--- src/rtl/pwm_quad_pkg.sv ---
package pwm_quad_pkg;
  localparam int NPAIR  = 2;
  localparam int NOUT   = 2 * NPAIR;
  localparam int AW     = 3;
  localparam int MODE_W = 2 + NPAIR;

  localparam logic [AW-1:0] ADDR_PERIOD = 3'd0;
  localparam logic [AW-1:0] ADDR_MODE   = 3'd1;
  localparam logic [AW-1:0] ADDR_DUTY0  = 3'd2;

  // bit0 center, bit1 twice, bits 2.. per-pair independent
  typedef struct packed {
    logic [NPAIR-1:0] solo;
    logic             twice;
    logic             center;
  } mode_t;
endpackage

--- src/rtl/pwm_quad_counter.sv ---
module pwm_quad_counter #(
  parameter int CW = 8
) (
  input  logic          clk,
  input  logic          rst_n,
  input  logic          en,
  input  logic [CW-1:0] per,
  input  logic          center,
  input  logic          twice,
  output logic [CW-1:0] cnt,
  output logic          down,
  output logic [CW-1:0] per_eff,
  output logic          ld_start,
  output logic          ld_mid
);
  logic [CW-1:0] cnt_nxt;
  logic          down_nxt;
  logic          wrap;
  logic          mid;

  assign per_eff = (per == '0) ? CW'(1) : per;

  always_comb begin
    cnt_nxt  = cnt;
    down_nxt = down;
    wrap     = 1'b0;
    mid      = 1'b0;
    if (!center) begin
      down_nxt = 1'b0;
      if (cnt >= per_eff - 1'b1) begin
        cnt_nxt = '0;
        wrap    = 1'b1;
      end else begin
        cnt_nxt = cnt + 1'b1;
      end
    end else if (!down) begin
      if (cnt >= per_eff - 1'b1) begin
        cnt_nxt  = per_eff;
        down_nxt = 1'b1;
        mid      = 1'b1;
      end else begin
        cnt_nxt = cnt + 1'b1;
      end
    end else begin
      if (cnt <= CW'(1)) begin
        cnt_nxt  = '0;
        down_nxt = 1'b0;
        wrap     = 1'b1;
      end else begin
        cnt_nxt = cnt - 1'b1;
      end
    end
  end

  assign ld_start = en & wrap;
  assign ld_mid   = en & mid & twice;

  always_ff @(posedge clk) begin
    if (!rst_n || !en) begin
      cnt  <= '0;
      down <= 1'b0;
    end else begin
      cnt  <= cnt_nxt;
      down <= down_nxt;
    end
  end
endmodule

--- src/rtl/pwm_quad_regs.sv ---
module pwm_quad_regs
  import pwm_quad_pkg::*;
#(
  parameter int            CW      = 8,
  parameter logic [CW-1:0] DEF_PER = CW'(100)
) (
  input  logic                     clk,
  input  logic                     rst_n,
  input  logic                     en,
  input  logic                     wr_en,
  input  logic [AW-1:0]            wr_addr,
  input  logic [CW-1:0]            wr_data,
  input  logic                     ld_start,
  input  logic                     ld_mid,
  output logic [CW-1:0]            per_act,
  output mode_t                    mode_act,
  output logic [NOUT-1:0][CW-1:0]  duty_act
);
  logic [CW-1:0]           per_sh;
  mode_t                   mode_sh;
  logic [NOUT-1:0][CW-1:0] duty_sh;
  logic                    full_ld;

  assign full_ld = !en || ld_start;

  always_ff @(posedge clk) begin
    if (!rst_n) begin
      per_sh  <= DEF_PER;
      mode_sh <= '0;
    end else if (wr_en) begin
      if (wr_addr == ADDR_PERIOD) per_sh  <= wr_data;
      if (wr_addr == ADDR_MODE)   mode_sh <= mode_t'(wr_data[MODE_W-1:0]);
    end
  end

  always_ff @(posedge clk) begin
    if (!rst_n) begin
      per_act  <= DEF_PER;
      mode_act <= '0;
    end else if (full_ld) begin
      per_act  <= per_sh;
      mode_act <= mode_sh;
    end
  end

  for (genvar i = 0; i < NOUT; i++) begin : g_duty
    localparam logic [AW-1:0] MY_ADDR = ADDR_DUTY0 + AW'(i);
    always_ff @(posedge clk) begin
      if (!rst_n) begin
        duty_sh[i] <= '0;
      end else if (wr_en && wr_addr == MY_ADDR) begin
        duty_sh[i] <= wr_data;
      end
    end
    always_ff @(posedge clk) begin
      if (!rst_n) begin
        duty_act[i] <= '0;
      end else if (full_ld || ld_mid) begin
        duty_act[i] <= duty_sh[i];
      end
    end
  end
endmodule

--- src/rtl/pwm_quad_out.sv ---
module pwm_quad_out
  import pwm_quad_pkg::*;
#(
  parameter int CW = 8
) (
  input  logic                    en,
  input  logic [CW-1:0]           cnt,
  input  logic                    down,
  input  logic [NOUT-1:0][CW-1:0] duty,
  input  logic [NPAIR-1:0]        solo,
  output logic [NOUT-1:0]         pwm
);
  logic [NOUT-1:0] hit;

  for (genvar i = 0; i < NOUT; i++) begin : g_cmp
    assign hit[i] = down ? (cnt <= duty[i]) : (cnt < duty[i]);
  end

  for (genvar p = 0; p < NPAIR; p++) begin : g_pair
    assign pwm[2*p]   = en & hit[2*p];
    assign pwm[2*p+1] = en & (solo[p] ? hit[2*p+1] : ~hit[2*p]);
  end
endmodule

--- src/rtl/pwm_quad_gen.sv ---
module pwm_quad_gen
  import pwm_quad_pkg::*;
#(
  parameter int            CW      = 8,
  parameter logic [CW-1:0] DEF_PER = CW'(100)
) (
  input  logic          clk,
  input  logic          rst_n,
  input  logic          en,
  input  logic          wr_en,
  input  logic [2:0]    wr_addr,
  input  logic [CW-1:0] wr_data,
  output logic [3:0]    pwm_o,
  output logic          sync_o
);
  logic [CW-1:0]           cnt;
  logic                    down;
  logic [CW-1:0]           per_eff;
  logic                    ld_start;
  logic                    ld_mid;
  logic [CW-1:0]           per_act;
  mode_t                   mode_act;
  logic [NOUT-1:0][CW-1:0] duty_act;

  pwm_quad_regs #(.CW(CW), .DEF_PER(DEF_PER)) u_regs (
    .clk      (clk),
    .rst_n    (rst_n),
    .en       (en),
    .wr_en    (wr_en),
    .wr_addr  (wr_addr),
    .wr_data  (wr_data),
    .ld_start (ld_start),
    .ld_mid   (ld_mid),
    .per_act  (per_act),
    .mode_act (mode_act),
    .duty_act (duty_act)
  );

  pwm_quad_counter #(.CW(CW)) u_cnt (
    .clk      (clk),
    .rst_n    (rst_n),
    .en       (en),
    .per      (per_act),
    .center   (mode_act.center),
    .twice    (mode_act.twice),
    .cnt      (cnt),
    .down     (down),
    .per_eff  (per_eff),
    .ld_start (ld_start),
    .ld_mid   (ld_mid)
  );

  pwm_quad_out #(.CW(CW)) u_out (
    .en   (en),
    .cnt  (cnt),
    .down (down),
    .duty (duty_act),
    .solo (mode_act.solo),
    .pwm  (pwm_o)
  );

  assign sync_o = en & ((cnt == '0) |
                  (mode_act.center & mode_act.twice & down & (cnt == per_eff)));
endmodule

--- config.mk ---
export PLATFORM = sky130hd
export DESIGN_NAME = pwm_quad_gen
export DESIGN_NICKNAME = d
export VERILOG_FILES = /design/src/rtl/pwm_quad_pkg.sv /design/src/rtl/pwm_quad_counter.sv /design/src/rtl/pwm_quad_regs.sv /design/src/rtl/pwm_quad_out.sv /design/src/rtl/pwm_quad_gen.sv
export SDC_FILE = /design/constraint.sdc
export NUM_CORES = 1
export LEC_CHECK = 0
export BUFFER_PORTS_ARGS = -buffer_cell sky130_fd_sc_hd__buf_2
export CORE_MARGIN = 2
export CORE_UTILIZATION = 65
export DETAILED_ROUTE_END_ITERATION = 16
export PLACE_DENSITY = 0.84
export SLEW_MARGIN = 20
export SYNTH_ARGS = -nofsm -noshare
export SYNTH_HDL_FRONTEND = slang
export SYNTH_HIERARCHICAL = 1
export SYNTH_SLANG_ARGS = --single-unit
--- constraint.sdc ---
create_clock -name clk -period 7.55 [get_ports clk]
set_clock_uncertainty 0.05 [all_clocks]
set_input_delay 1.51 -clock clk [delete_from_list [all_inputs] [get_ports clk]]
set_output_delay 1.51 -clock clk [all_outputs]
set_load 0.005 [all_outputs]
# Word level (Yosys, flattened, before mapping)
# Cells that the tools add are included.
dict set report totals {
  register_bits 97
  in_bits 15
  output_inout_bits 5
  elab_cells 87
}
dict set report op_classes {
  add_sub_neg 3
  order_cmp 10
  n_eq_ne 6
  n_mux 20
  bitwise 15
  reduce_logical 15
}
# op count
set ops {}
lappend ops {{$mux 8} 6}
lappend ops {{$le 8x8->1} 4}
lappend ops {{$lt 8x8->1} 4}
lappend ops {{$logic_not 8->1} 2}
lappend ops {{$sub 8x1->8 const B} 2}
lappend ops {{$mux 1} 14}
lappend ops {{$and 1x1->1} 11}
lappend ops {{$add 8x1->8 const B} 1}
lappend ops {{$eq 8x8->1} 1}
lappend ops {{$ge 8x8->1} 1}
lappend ops {{$le 8x1->1 const B} 1}
lappend ops {{$eq 3x2->1 const B} 2}
lappend ops {{$eq 3x3->1 const B} 2}
lappend ops {{$logic_and 1x1->1} 4}
lappend ops {{$reduce_and 2->1} 2}
lappend ops {{$eq 3x1->1 const B} 1}
lappend ops {{$logic_not 3->1} 1}
lappend ops {{$logic_or 1x1->1} 3}
lappend ops {{$not 1->1} 3}
lappend ops {{$logic_not 1->1} 2}
lappend ops {{$reduce_or 2->1} 1}
lappend ops {{$or 1x1->1} 1}

# Longest topological paths before layout
# Gate-level depths: netlist of run 1.
dict set report logic_depth {
  ltp_word 10
  ltp_mapped 19
  mapped_depth_nobuf 17
}

# Hierarchy
# Netlist of run 1, hierarchy kept.
# module instances cells_each area_per_inst_um2 seq_area_each_um2
set modules_own_cells {}
lappend modules_own_cells {pwm_quad_regs 1 389 3259.4 1761.7}
lappend modules_own_cells {pwm_quad_counter 1 122 1044.8 180.2}
lappend modules_own_cells {pwm_quad_out 1 117 854.6 0.0}
lappend modules_own_cells {pwm_quad_gen 1 15 121.4 0.0}

# Least setup slack after synthesis of run 1
# No wires, ideal clock.
dict set report synth_path {
  path_type {reg2reg}
  start {register u_regs.per_act[4]}
  end {register u_regs/duty_act[24] in the netlist's numbering}
  setup_ns 0.074
  arrival_time_ns 3.807
  t_required_ns 7.426
  path_slack_ns 3.619
  path_stages_with_launch 19
  n_path_buf 2
  period_less_slack_ns 3.931
  cell_sequence {dfxtp_1 > or4_1 > or3_4 > o21bai_4 > inv_1 > ha_1 > nand2_1 > nor3_1 > xnor2_1 > ha_1 > nand4_1 > o31ai_1 > o2bb2ai_1 > and2_1 > or3b_1 > buf_2 > buf_1 > nand3_1 > o21ai_0}
}
dict set report synth_between {
  word_cells_on_any_way 13
  cone_classes {add/sub: 1; order compare: 1; mux: 5; bitwise: 3; reduce/logical: 3}
}
# item line
set synth_lines {}
lappend synth_lines {{start, declared} pwm_quad_regs.sv:15} ;# output logic [CW-1:0] per_act,
lappend synth_lines {{start signal, assigned} pwm_quad_regs.sv:41} ;# per_act <= per_sh;
lappend synth_lines {{$logic_not 8->1} pwm_quad_counter.sv:21} ;# assign per_eff = (per == '0) ? CW'(1) : per;
lappend synth_lines {{$mux 8} pwm_quad_counter.sv:21}
lappend synth_lines {{net per_eff[0]} pwm_quad_gen.sv:18} ;# logic [CW-1:0] per_eff;
lappend synth_lines {{$sub 8x1->8} pwm_quad_counter.sv:30} ;# if (cnt >= per_eff - 1'b1) begin
lappend synth_lines {{$ge 8x8->1} pwm_quad_counter.sv:30}
lappend synth_lines {{$mux 1} pwm_quad_counter.sv:30}
lappend synth_lines {{$mux 1} pwm_quad_counter.sv:28} ;# if (!center) begin
lappend synth_lines {{$and 1x1->1} pwm_quad_counter.sv:55} ;# assign ld_start = en & wrap;
lappend synth_lines {{net ld_start} pwm_quad_gen.sv:19} ;# logic ld_start;
lappend synth_lines {{$logic_or 1x1->1} pwm_quad_regs.sv:24} ;# assign full_ld = !en || ld_start;
lappend synth_lines {{$logic_or 1x1->1} pwm_quad_regs.sv:58} ;# end else if (full_ld || ld_mid) begin
lappend synth_lines {{end signal, assigned by index} pwm_quad_regs.sv:59} ;# duty_act[i] <= duty_sh[i];
lappend synth_lines {{end, declared} pwm_quad_regs.sv:17} ;# output logic [NOUT-1:0][CW-1:0] duty_act
# The timed path passes the listed nets, and every way through them passes these cells.
# A chain may end at the register's enable or synchronous reset.

# Final worst setup path of run 1
dict set report layout_path {
  start {register u_regs.per_act[4]}
  end {register u_regs/duty_act[12] in the netlist's numbering}
}
# Same word-level chain as after synthesis.

==> results of run 1 <==
flip-flops by register name, indices dropped and copies added (netlist names):
signal,cells
u_cnt/cnt,8
u_cnt/down,1
u_regs/duty_act,32
u_regs/duty_sh,32
u_regs/mode_act,4
u_regs/mode_sh,4
u_regs/per_act,8
u_regs/per_sh,8
report_power, final:
group          internal, W  switching (W)  leakage [nW]  total [W]
sequential        0.000521      0.0000130         0.784   0.000534
combinational    0.0000455      0.0000712          1.23   0.000117
clock             0.000126       0.000194        0.0965   0.000320
total             0.000692       0.000278          2.11   0.000970
through the flow:
step / util, % / std cells / total power [W] / hold slack, ns
after global placement: 68.1 / 722 / 0.000654 / 0.390
after floorplan: - / 643 / 0.000627 / 0.378
after detailed placement: 68.1 / 722 / 0.000660 / 0.392
after CTS: 70.5 / 738 / 0.000974 / 0.405
after global routing: 70.5 / 738 / 0.00102 / 0.424
final: 70.5 / 738 / 0.000970 / 0.404
worst min-delay path: cells and delay by family (launching register included):
| family | cells | cell delay (ns) |
|---|---|---|
| flops | 1 | 0.32 |
| simple gates | 1 | 0.05 |
| compound gates | 1 | 0.05 |
cells by family (layout without fill, tap and decap cells):
group                    Yosys count  after routing  share of synthesized area [%]
AO/OA/AOI/OAI                    141            141                           17.8
flip-flops                        97             97                           36.8
XOR/XNOR                          23             23                           3.82
buffers and inverters             83             76                           6.61
multiplexers                       4              4                          0.758
adder cells (fa/ha/maj)           44             44                           10.4
AND/OR/NAND/NOR                  251            251                           23.8
final cells by class:
type                       count  area share (%)
tap                          102            2.32
sequential                    97            35.3
clock buffer                   9            2.25
timing repair buffer          21            2.05
inverter                      39            2.66
multi-input combinational    463            54.3
clock inverter                 7            1.09
path summary, 6_finish.rpt:
kind,endpoint,cells after the start
max reg2reg,u_regs/duty_act[12],17
min reg2reg,u_regs/duty_act[1],2
min,u_regs/duty_act[1],2
max,u_regs/duty_act[12],17
placed cells by master, fill, tap and decap left out, types with 3 or more instances in the layout:
cell      Yosys  routed
nor3_1        6       6
ha_1         44      44
nor2_1       13      13
mux2i_1       4       4
nand4_1       8       8
nand3_1      78      78
a21boi_0      9       9
nand3_2       5       5
inv_6         0       3
o21ai_1       5       5
buf_4         0       3
and4bb_2      3       3
clkbuf_8      0       9
xnor2_1      13      13
inv_1        38      38
a221o_1       3       3
o21ai_0      68      68
xor2_1       10      10
and2_1        3       3
dfxtp_1      97      97
and3_1        3       3
a21o_1        4       4
a22o_2        4       4
o21ai_2       5       5
nand2_1     108     108
buf_2         5      18
a21oi_1      19      19
o21a_1        4       4
per-layer routing:
metal,up-vias,global-route usage (%)
met5,-,0
met4,0,9.78
met2,159,48.3
met3,17,5.38
li1,2213,-
met1,2108,38.1
==> results.tsv, run 1 <==
metric	value	unit
max_stage_delay	0.62	ns
drtPass1Iterations	5	
worstSetupStartpointType	flop	
setup_slack	3.05	ns
drv_slew	0	
grt_pass1_wl	20.0	mm
via_per_inst	6.09	
syn2layout_area_growth	4.19	%
synth_top_cells_by_area	dfxtp_1, ha_1, nand2_1	
worstPathMaxFanout	64	
dp_slack	3.12	ns
dr_wl_met2	5.91	mm
worstReg2RegStart	u_regs/per_act[4]	
dp_hpwl	8.37	mm
cts_buffers	9	
chipHeight	94.1	um
crit_path_top_delay_cell	o31ai_1	
drt-met1-wl	5.34	mm
p_leak	2.11	nW
rsz0062_at_grt	no	
finalCritPeriodShare	59.6	%
period_minus_slack	4.50	ns
die-area	8860	sq um
synth_edf_count	0	
post_cts_buffers	0	
fp.dieW	94.1	um
setup_tns	0	ns
hp-class	reg -> reg	
h-tree-depth	3	
ys_types	63	
numPortBuffers	19	
tightest_slew	0.816	ns
yosysSeqAreaShare	36.8	%
placed_area	5320	sq um
highest_layer	met4	
max_freq	222	MHz
cts_tree	built	
io_pins	20	
powerDensity	176	nW/um^2
seq_area	1940	sq um
synth-warning-count	6	
drive_gt1_share	11.8	%
syn-cell-area	5280	sq um
crit_chain	or4_1, or3_4, o21bai_4, inv_1, ha_1, nand2_1, nor3_1, xnor2_1, ha_1, nand4_1, o31ai_1, o2bb2ai_1, and2_1, or3b_1, buf_4, nand3_1, o21ai_0	
syn_nets	702	
hold_buffers	0	
hold_violations	0	
wl	12.2	mm
cts_resized	0	
holdCritStartpoint	u_regs/duty_act[1]	
route.met3.wl	723	um
clk_latency	0.37	ns
arrival	4.75	ns
routed-via-count	4497	
max_cap_violations	0	
yosysTopAreaCell	dfxtp_1	
wl_per_cell	16.5	um
start_util	67.6	%
clk_path_buf_depth	2	
place.gp.congestion	0.991	
core_area	7810	sq um
required	7.80	ns
crit_type	reg -> reg	
cp_top_family	simple AND/OR/NAND/NOR gates	
max-slew-margin-rel	45.5	%
synthCells	643	
rows	32	
root_buffer	clkbuf_8	
endpoint_kind	flop	
track_usage	29.1	%
ir_drop	0.173	mV
ys.flop_type	dfxtp_1	
stdcell_area	5500	sq um
remaining_drc_errors	0	
r2r_slack	3.05	ns
yosysTopAreaCellShare	36.8	%
yosys_register_bits	97	
multi_input_area	2990	sq um
clkTransAtPathRegs	0.10	ns
diodes	0	
avgSynthCellArea	8.21	sq um
critPathMostFrequentCell	ha_1	
layout.nets	690	
synth.most_common_cell	nand2_1	
setup_viol	0	
grt_pass1_vias	4167	
startpoint	u_regs/per_act[4]	
synth_commonest_cells	nand2_1, dfxtp_1, nand3_1, o21ai_0, ha_1	
antenna_found_initial	0	
overflow	0	
status	finished, final reports clean	
cts_sinks	97	
ant_nets	0	
async_reset_ff_share	0	%
crit_buf_inv	2	
grt_max_degree	82	
nFillCells	626	
first_iter_violations	357	
Power figures use the tool's default switching activity.
==> inputs of run 2 (changes only) <==
CORE_UTILIZATION = 56   (was 65)
PLACE_DENSITY = 0.77   (was 0.84)
clock period = 3.85 ns   (was 7.55 ns; I/O delays follow)
==> results.tsv, run 2 (same netlist as run 1, synthesis figures left out) <==
metric	value	unit	change
drt-met1-wl	5.86	mm	was 5.34 mm
max_freq	260	MHz	was 222 MHz
cts_sinks	97		unchanged
max-slew-margin-rel	55.0	%	was 45.5%
rows	35		was 32
dp_hpwl	8.61	mm	was 8.37 mm
crit_chain	or4_4, or3_4, o21bai_4, inv_2, ha_4, nand2_4, nor3_2, xnor2_1, ha_1, nand2_1, o21a_1, o31ai_4, o2bb2ai_2, and2_4, or3b_4, buf_16, nand3_1, o21ai_1		was or4_1, or3_4, o21bai_4, inv_1, ha_1, nand2_1, nor3_1, xnor2_1, ha_1, nand4_1, o31ai_1, o2bb2ai_1, and2_1, or3b_1, buf_4, nand3_1, o21ai_0
setup_viol	0		unchanged
io_pins	20		unchanged
routed-via-count	4531		was 4497
route.met3.wl	684	um	was 723 um
via_per_inst	5.95		was 6.09
dp.cells	741		was 722
stdcell_count	762		was 738
max_stage_delay	0.53	ns	was 0.62 ns
crit_path_top_delay_cell	or4_4		was o31ai_1
design_power_total	0.00200	W	was 0.000970 W
clk_path_buf_depth	2		unchanged
required	4.07	ns	was 7.80 ns
remaining_drc_errors	0		unchanged
final_common_cell	nand2_1		unchanged
worstReg2RegStart	u_regs/per_act[4]		unchanged
drv_slew	0		unchanged
cts_buffers	9		unchanged
cts_tree	built		unchanged
period_minus_slack	3.84	ns	was 4.50 ns
clk_latency	0.37	ns	about the same
place.gp.congestion	0.858		was 0.991
numPortBuffers	19		unchanged
hp-class	reg -> reg		unchanged
p_leak	2.24	nW	was 2.11 nW
track_usage	24.8	%	was 29.1%
ant_nets	0		unchanged
worstPathMaxFanout	32		was 64
reg_top3	u_regs/duty_act x32, u_regs/duty_sh x32		unchanged
finalCritPeriodShare	99.8	%	was 59.6%
crit_buf_inv	2		unchanged
highest_layer	met4		unchanged
max_cap_violations	0		unchanged
wl	12.6	mm	was 12.2 mm
root_buffer	clkbuf_8		unchanged
h-tree-depth	3		unchanged
core_area	9200	sq um	was 7810 sq um
tightest_slew	0.674	ns	was 0.816 ns
powerDensity	344	nW/um^2	was 176 nW/um^2
dr_wl_met2	5.63	mm	was 5.91 mm
ir_drop	0.185	mV	was 0.173 mV
antenna_found_initial	0		unchanged
hold_violations	0		unchanged
holdCritStartpoint	u_regs/duty_act[18]		was u_regs/duty_act[1]
stdcell_area	5820	sq um	was 5500 sq um
chipHeight	101	um	was 94.1 um
layout.nets	705		was 690
status	finished, final reports clean		unchanged
wl_per_cell	16.5	um	about the same
endpoint_kind	flop		unchanged
start_util	57.4	%	was 67.6%
drive_gt1_share	16.3	%	was 11.8%
syn2layout_area_growth	10.1	%	was 4.19%
arrival	4.06	ns	was 4.75 ns
grt_pass1_vias	4090		was 4167
crit_type	reg -> reg		unchanged
drtPass1Iterations	5		unchanged
fp.dieW	101	um	was 94.1 um
diodes	0		unchanged
die-area	10200	sq um	was 8860 sq um
placed_area	5430	sq um	was 5320 sq um
rsz0062_at_grt	yes		was no
grt_pass1_wl	20.0	mm	about the same
r2r_slack	0.007	ns	was 3.05 ns
grt_max_degree	73		was 82
hold_buffers	0		unchanged
first_iter_violations	293		was 357
overflow	0		unchanged
worstSetupStartpointType	flop		unchanged
final_util	63.2	%	was 70.5%
clkTransAtPathRegs	0.10	ns	about the same
final_cell_mix	nand2_1, dfxtp_1, nand3_1		unchanged
startpoint	u_regs/per_act[4]		unchanged
cp_top_family	simple AND/OR/NAND/NOR gates		unchanged
run 2: area by class of cell:
class | instances | area, sq um
clock buffer | 9 | 124
sequential | 97 | 1940
tap | 111 | 139
timing repair buffer | 36 | 297
inverter | 39 | 146
multi-input combinational | 463 | 3080
clock inverter | 7 | 86.3
fill | 790 | 3380
run 2: final timing paths:
check,end,cells past startpoint
worst min-delay path,u_regs/duty_act[18],2
worst max-delay path,u_regs/duty_act[1],18
worst max register to register,u_regs/duty_act[1],18
worst min register to register,u_regs/duty_act[18],2
run 2: per-layer routing:
| layer | GRT usage [%] | up-vias |
|---|---|---|
| li1 | - | 2242 |
| met1 | 35.2 | 2102 |
| met2 | 37.9 | 151 |
| met3 | 3.19 | 36 |
| met4 | 10.6 | 0 |
| met5 | 0 | - |
run 2: repair_timing:
action | CTS | global route
endpoints found under the hold margin | 0 | 0
setup endpoints to repair | 33 | 44
pin swaps | 1 | 4
gates resized for setup | 5 | 42
setup buffers | 0 | 1
gates cloned | 1 | 3
run 2: report_power, final:
part,internal [W],switching (W)
clock,0.000314,0.000385
combinational,0.000107,0.000149
sequential,0.00102,0.0000236
total,0.00144,0.000558
run 2: through the flow:
step | hold WS [ns] | setup TNS (ns) | setup slack, ns
after detailed placement | 0.400 | -0.0983 | -0.0285
final | 0.406 | 0 | 0.00683
after global placement | 0.389 | 0 | 0.0919
after CTS | 0.412 | 0 | 0.0207
after floorplan | 0.378 | 0 | 0.000374
after global routing | 0.429 | -4.25 | -0.170
run 2: worst register-to-register path: stages (launching register included):
cell       delay, ns
dfxtp_2         0.33
or4_4           0.53
or3_4           0.36
o21bai_4        0.13
inv_2           0.07
ha_4            0.17
nand2_4         0.06
nor3_2          0.04
xnor2_1         0.15
ha_1            0.33
nand2_1         0.10
o21a_1          0.18
o31ai_4         0.10
o2bb2ai_2       0.14
and2_4          0.16
or3b_4          0.49
buf_16          0.21
nand3_1         0.10
o21ai_1         0.07
